==> config.mk <==
export PLATFORM = sky130hd
export DESIGN_NAME = lamp_chaser
export DESIGN_NICKNAME = d
export VERILOG_FILES = /design/src/rtl/chaser_pkg.sv /design/src/rtl/chase_rst_sync.sv /design/src/rtl/chase_divider.sv /design/src/rtl/chase_ring.sv /design/src/rtl/lamp_chaser.sv
export SDC_FILE = /design/constraint.sdc
export NUM_CORES = 1
export LEC_CHECK = 0
export ABC_AREA = 1
export BUFFER_PORTS_ARGS = -buffer_cell sky130_fd_sc_hd__buf_2
export CORE_UTILIZATION = 60
export DETAILED_ROUTE_END_ITERATION = 10
export GPL_ROUTABILITY_DRIVEN = 1
export PLACE_DENSITY = 0.86
export SYNTH_ARGS = -nofsm -noshare
export SYNTH_HDL_FRONTEND = slang
export SYNTH_SLANG_ARGS = --single-unit
==> constraint.sdc <==
create_clock -name clk_i -period 1.7 [get_ports clk_i]
set_input_delay 0.34 -clock clk_i [delete_from_list [all_inputs] [get_ports clk_i]]
set_output_delay 0.34 -clock clk_i [all_outputs]
set_load 0.01 [all_outputs]
==> src/rtl/chaser_pkg.sv <==
package chaser_pkg;

  localparam int unsigned LAMP_W_DEF  = 16;
  localparam int unsigned SPEED_W_DEF = 16;

  // What the ring does on the coming edge.
  typedef enum logic [1:0] {
    ACT_HOLD  = 2'd0,
    ACT_COUNT = 2'd1,
    ACT_STEP  = 2'd2,
    ACT_LOAD  = 2'd3
  } chase_act_e;

endpackage

==> src/rtl/chase_rst_sync.sv <==
module chase_rst_sync #(
  parameter int unsigned STAGES = 2
) (
  input  logic clk_i,
  input  logic rst_ni,
  output logic rst_no
);

  logic [STAGES-1:0] sync_q;

  always_ff @(posedge clk_i or negedge rst_ni) begin
    if (!rst_ni) begin
      sync_q <= '0;
    end else begin
      sync_q <= {sync_q[STAGES-2:0], 1'b1};
    end
  end

  assign rst_no = sync_q[STAGES-1];

endmodule

==> src/rtl/chase_divider.sv <==
module chase_divider #(
  parameter int unsigned SPEED_W = 16
) (
  input  logic               clk_i,
  input  logic               rst_ni,
  input  logic               clr_i,
  input  logic               cnt_en_i,
  input  logic [SPEED_W-1:0] speed_i,
  output logic               wrap_o
);

  logic [SPEED_W-1:0] cnt_q, cnt_d;
  logic [SPEED_W-1:0] eff_speed;
  logic [SPEED_W-1:0] lim_m1;
  logic               at_limit;

  // A zero speed is treated as one cycle per advance.
  assign eff_speed = (speed_i == '0) ? SPEED_W'(1) : speed_i;
  assign lim_m1    = eff_speed - SPEED_W'(1);
  // Greater-or-equal so a speed cut below the current count wraps at once.
  assign at_limit  = (cnt_q >= lim_m1);
  assign wrap_o    = cnt_en_i & ~clr_i & at_limit;

  always_comb begin
    cnt_d = cnt_q;
    if (clr_i) begin
      cnt_d = '0;
    end else if (cnt_en_i) begin
      cnt_d = at_limit ? '0 : cnt_q + SPEED_W'(1);
    end
  end

  always_ff @(posedge clk_i or negedge rst_ni) begin
    if (!rst_ni) begin
      cnt_q <= '0;
    end else begin
      cnt_q <= cnt_d;
    end
  end

endmodule

==> src/rtl/chase_ring.sv <==
module chase_ring #(
  parameter int unsigned LAMP_W = 16
) (
  input  logic              clk_i,
  input  logic              rst_ni,
  input  logic              load_i,
  input  logic [LAMP_W-1:0] data_i,
  input  logic              shift_i,
  output logic [LAMP_W-1:0] q_o
);

  logic [LAMP_W-1:0] ring_q, ring_d, rotated;

  // Each bit takes its lower neighbour; bit 0 takes the top bit.
  for (genvar i = 0; i < LAMP_W; i++) begin : g_rot
    if (i == 0) begin : g_wrap
      assign rotated[i] = ring_q[LAMP_W-1];
    end else begin : g_link
      assign rotated[i] = ring_q[i-1];
    end
  end

  always_comb begin
    ring_d = ring_q;
    if (load_i) begin
      ring_d = data_i;
    end else if (shift_i) begin
      ring_d = rotated;
    end
  end

  always_ff @(posedge clk_i or negedge rst_ni) begin
    if (!rst_ni) begin
      ring_q <= '0;
    end else begin
      ring_q <= ring_d;
    end
  end

  assign q_o = ring_q;

endmodule

==> src/rtl/lamp_chaser.sv <==
module lamp_chaser
  import chaser_pkg::*;
#(
  parameter int unsigned LAMP_W  = LAMP_W_DEF,
  parameter int unsigned SPEED_W = SPEED_W_DEF
) (
  input  logic               clk_i,
  input  logic               rst_ni,
  input  logic [LAMP_W-1:0]  pattern_i,
  input  logic               load_i,
  input  logic [SPEED_W-1:0] speed_i,
  input  logic               run_i,
  output logic [LAMP_W-1:0]  lamp_o,
  output logic               step_o
);

  logic       rst_n_q;
  logic       wrap;
  chase_act_e act;
  logic       step_q, step_d;

  chase_rst_sync #(.STAGES(2)) u_rst (
    .clk_i  (clk_i),
    .rst_ni (rst_ni),
    .rst_no (rst_n_q)
  );

  chase_divider #(.SPEED_W(SPEED_W)) u_div (
    .clk_i    (clk_i),
    .rst_ni   (rst_n_q),
    .clr_i    (load_i),
    .cnt_en_i (run_i),
    .speed_i  (speed_i),
    .wrap_o   (wrap)
  );

  always_comb begin
    if (load_i) begin
      act = ACT_LOAD;
    end else if (!run_i) begin
      act = ACT_HOLD;
    end else if (wrap) begin
      act = ACT_STEP;
    end else begin
      act = ACT_COUNT;
    end
  end

  chase_ring #(.LAMP_W(LAMP_W)) u_ring (
    .clk_i   (clk_i),
    .rst_ni  (rst_n_q),
    .load_i  (act == ACT_LOAD),
    .data_i  (pattern_i),
    .shift_i (act == ACT_STEP),
    .q_o     (lamp_o)
  );

  // Strobe is registered so it lines up with the rotated lamps.
  assign step_d = (act == ACT_STEP);

  always_ff @(posedge clk_i or negedge rst_n_q) begin
    if (!rst_n_q) begin
      step_q <= 1'b0;
    end else begin
      step_q <= step_d;
    end
  end

  assign step_o = step_q;

endmodule

==> results by group, run 1 <==
Clock network
  – Clk sinks: 35
  – Root buffer cell: clkbuf_8
  – Max Root-Sink Buffers: 2
  – CTS buffer count: 5
  – H-tree levels: 2

GRT
  – Grt ovf: 24
  – Largest net degree at the start of global routing: 19
  – Total GRT Usage: 71.4%

Timing
  – Worst endpoint type: register input
  – Worst EP post-GRT repair: u_ring.q_o[4]$_DFFE_PN0P_/D

Placed design
  – Port buffer count: 52
  – Routability congestion estimate: slightly below 0.9
  – Hpwl dp: 5240 um
  – Pre-CTS setup slack: -1440 ps

Synthesis
  – Post-synthesis cell count: around 370
  – Synth warnings: 0
  – Post-synthesis sequential area ratio: about a third
  – Synthesized area: about 0.0026 mm^2
  – Synthesized net count: roughly 420
  – Unique masters post-synth: 30
  – Syn Area/Cell: around 7 um^2
  – FF+latch count, synth: 35

Floorplan
  – Starting Density: 63.6%
  – Chip width: 67.6 um
  – I/O pin count: 53
  – Die Y: 67.6 um
  – Site Rows: 23

Outcome
  – Failing step: global routing (5_1_grt)
  – Status: did not finish
  – Run Error: [ERROR GRT-0232] Routing congestion too high. Check the congestion heatmap in the GUI.
-- Yosys cell counts (all sizes together) --
library cell / n / area [um^2]
nor2: 35 / 163
conb: 1 / 3.75
nand2: 147 / 579
buf: 4 / 28.8
o31ai: 1 / 7.51
or2: 1 / 8.76
nor3: 2 / 15.0
ha: 18 / 225
o22ai: 7 / 43.8
clkbuf: 4 / 15.0
nand3: 28 / 150
nand4: 7 / 43.8
inv: 38 / 143
xor2: 14 / 123
dfrtp: 35 / 876
nor4: 2 / 12.5
o21ai: 11 / 55.1
xnor2: 5 / 43.8
a21oi: 8 / 43.8
-- through the flow --
| step | cells | utilization (%) | instance area (um^2) |
|---|---|---|---|
| CTS | 531 | 89.2 | 3620 |
| detailed placement | 516 | 80.8 | 3280 |
| floorplan | 368 | - | 2590 |
| global placement | 516 | 80.8 | 3280 |
-- cell families after synthesis --
| group | Yosys count | synth area share (%) |
|---|---|---|
| and+or+nand+nor | 222 | 37.7 |
| buffers and inverters | 46 | 7.23 |
| DFF | 35 | 33.9 |
| AOI/OAI and AO/OA | 27 | 5.82 |
| xor gates and xnor gates | 19 | 6.45 |
| adders and majority gates | 18 | 8.73 |
| other | 1 | 0.145 |
-- what timing repair did --
item | in CTS
hold endpoints to repair | 2
buffers inserted | 6
setup endpoints to repair | 33
hold buffers | 1
resized for setup | 46
pin swaps | 14
-- per-layer routing --
metal	GRT overflow	global-route usage, %
met3	0	54.2
met4	11	75.5
met1	0	70.0
met5	0	6.25
met2	13	90.0
==> run 2: changes to the inputs <==
CORE_UTILIZATION = 40   (was 60)
PLACE_DENSITY = default   (was 0.86)
PLACE_DENSITY_LB_ADDON = 0.15   (was default)
==> run 2 against run 1 <==
Effect of this change:
- the flow now finishes, with violations (negative setup slack)
- synthesized cell count unchanged
- area after synthesis stayed put
==> results by group, run 2 <==
Timing
  – Setup_tns: -32250 ps
  – Max-slew violations: 0
  – Fmax: 365 MHz
  – Period minus WS final: approximately 2700 ps
  – Rel. slew slack: 62.6%
  – Final Hold Vio Count: 0
  – Hold WS: 256 ps
  – Worst slew pin tran: 558 ps
  – Final-report setup violation count: 33
  – Final period util: 161%
  – RSZ-0062 raised after global routing: true
  – Clock skew: 8.99 ps
  – Setup WS post-layout: -1040 ps

Detailed routing
  – Vias: 2744
  – Post-DRT Antenna Nets: 0
  – Via density: 4.84
  – Routed WL: 7050 um
  – Post-DR wirelength/cell: 12.4 um
  – Drc violations: 0
  – Starting DRC count in detailed routing: 53
  – DRT Pass-1 Iters: 4

Synthesis
  – FF+latch count, synth: 35 (unchanged)
  – Top-count cell post-synth: nand2_1
  – Synth warnings: 0 (unchanged)
  – Post-synthesis cell count: 368 (unchanged)
  – Dominant synthesized flop cell: dfrtp_1
  – Top cells by area, synth: dfrtp_1, nand2_1, ha_1, inv_1, nand3_1
  – Yosys top cell area share: 33.9% (unchanged)
  – EDFF count, synth: 0 (unchanged)
  – Synthesized area: 0.00258 mm^2 (unchanged)
  – Asr flop ratio synth: 100% (unchanged)
  – Unique masters post-synth: 30 (unchanged)
  – Post-synthesis sequential area ratio: 33.9% (unchanged)
  – Area leader, netlist: dfrtp_1
  – Synthesized net count: 422 (unchanged)
  – Syn Area/Cell: 7.01 um^2 (unchanged)
  – Top post-synthesis cells by count: nand2_1, inv_1, dfrtp_1

Setup path
  – Slowest-stage cell, CP: ha_4
  – Critical Path End Type: register
  – CP Data Required Time: 1890 ps
  – Data arrival time of the critical path: between 2000 and 3000 ps
  – CP Class: in2reg
  – Cell mode on critical path: nand3_2
  – Critical Path Start Type: input port
  – Worst-path maximum fanout: 8
  – Cell family with most CP delay: simple AND/OR/NAND/NOR gates
  – CP max stage delay: between 200 and 300 ps
  – CP Cell Sequence: buf_8 -> nor2_4 -> nand3_2 -> nor3_4 -> a21oi_2 -> ha_2 -> inv_4 -> nor2_8 -> nand2_4 -> nor2_4 -> nand3_2 -> nor2_2 -> xor2_1 -> inv_1 -> ha_4 -> nand4_1 -> a21oi_2 -> nor2_2 -> nand2_4 -> nand2_8 -> buf_12 -> buf_16 -> nand3_2 -> nand2_1
  – Number of buffers and inverters on the critical path: 5

Power
  – Maximum vdd ir drop: between 0.4 and 0.5 mV
  – Power Dens Cells: 554 mW/mm^2
  – Leak: 2.11 nW
  – Total Power: between 2 and 2.5 mW

Clock network
  – CTS buffer count: 5 (unchanged)
  – Root buffer cell: clkbuf_8
  – Clock Pin Slew Worst Setup and Hold Paths: ~70 ps
  – Clock latency on the worst-skew pair: just under 300 ps
  – Max Root-Sink Buffers: 2 (unchanged)
  – TritonCTS clock tree: built
  – Clk sinks: 35 (unchanged)
  – H-tree levels: 2 (unchanged)

Finish
  – Leading cell type in the layout, fill and taps excluded: nand2_1
  – Final nets: around 550
  – Area grow syn2layout: 53.9%
  – Area occupied by multi-input gates: 0.00177 mm^2
  – Fin util: 65.5%
  – Diodes inserted: 0
  – Layout cells sized above 1: 40.0%
  – # fillers: 532
  – Most frequent cells in the layout: nand2_1, buf_4, buf_2
  – Reg area: 876 um^2
  – Finished Cell Area: 0.00397 mm^2

GRT
  – Global-route wire length before repair: 11600 um
  – Vias in the first global route: 2714
  – Grt ovf: 0
  – Largest net degree at the start of global routing: 34
  – Total GRT Usage: 22.5%
  – Initial antenna violation count: 0

Flow run
  – MaxCap Viol Count: 0

Placed design
  – Cell Area, Placed: 0.00333 mm^2 (+1.6%)
  – Port buffer count: 52 (unchanged)
  – Routability congestion estimate: 0.835 (-5.5%)
  – Hpwl dp: 4750 um (-9.4%)

Floorplan
  – Site Rows: 28 (+22%)
  – Die ar.: between 0.006 and 0.007 mm^2
  – Die Y: 82.3 um (+22%)
  – I/O pin count: 53 (unchanged)
  – Chip width: 82.3 um (+22%)
  – Starting Density: 42.6% (-21 points)
  – Core Region: 0.00606 mm^2

Outcome
  – Status: complete, but fails checks
  – Failing checks: negative setup slack

Min path
  – Worst hold path type: reg2async
[run 2: power breakdown]
part | internal, mW | switching (mW)
Combinational | 0.303 | 0.326
Clock | 0.318 | 0.295
Sequential | 0.899 | 0.0572
[run 2: per-stage QoR]
stage	std cells	setup WS [ps]
global placement	544	-1270
floorplan	368	-1150
global route	567	-1260
detailed placement	544	-1330
finish	567	-1040
CTS	566	-990
[run 2: what timing repair did]
item | CTS | global route
hold buffers | 1 | 0
cloned | 3 | 0
setup buffers | 11 | 1
gates resized for setup | 72 | 14
pin swaps | 47 | 24
endpoints found under the hold margin | 2 | 0
endpoints found under the setup margin | 33 | 33
[run 2: worst paths after layout]
check,to,cells after the start,from,slack (ps)
min,u_ring.q_o[10],1,u_rst.sync_q[1],260
max,u_ring.q_o[4],24,speed_i[15],-1040
min in group clk_i,u_ring.q_o[7],5,pattern_i[7],340
min reg2reg,u_ring.q_o[10],1,u_rst.sync_q[1],260
max reg2reg,u_ring.q_o[4],14,u_div.cnt_q[7],-190
max in group asynchronous,u_ring.q_o[13],1,u_rst.sync_q[1],1130
[run 2: logic make-up after synthesis]
group	after synthesis	share of synthesized area (%)
buffers and inverters	46	7.23
adder cells (fa/ha/maj)	18	8.73
flip-flops	35	33.9
AND/OR/NAND/NOR	222	37.7
other	1	0.145
AO/OA/AOI/OAI	27	5.82
XOR/XNOR	19	6.45
[run 2: metal layers]
| metal | vias up | share of wire (%) | GRT usage (%) |
|---|---|---|---|
| li1 | 1412 | - | - |
| met1 | 1256 | 44 | 26.3 |
| met2 | 66 | 51 | 41.7 |
| met3 | 10 | 3.2 | 2.31 |
| met4 | 0 | 2.1 | 9.12 |
| met5 | - | 0 | 0 |
[run 2: final cells by class]
class	count	area share, %
clock buffers	6	2.08
clock inverters	1	0.126
inverters	38	3.72
multi-input cells	288	44.5
flip-flops and latches	35	22.1
well taps	75	2.36
repair buffers	124	25.2
Power figures use the tool's default switching activity.
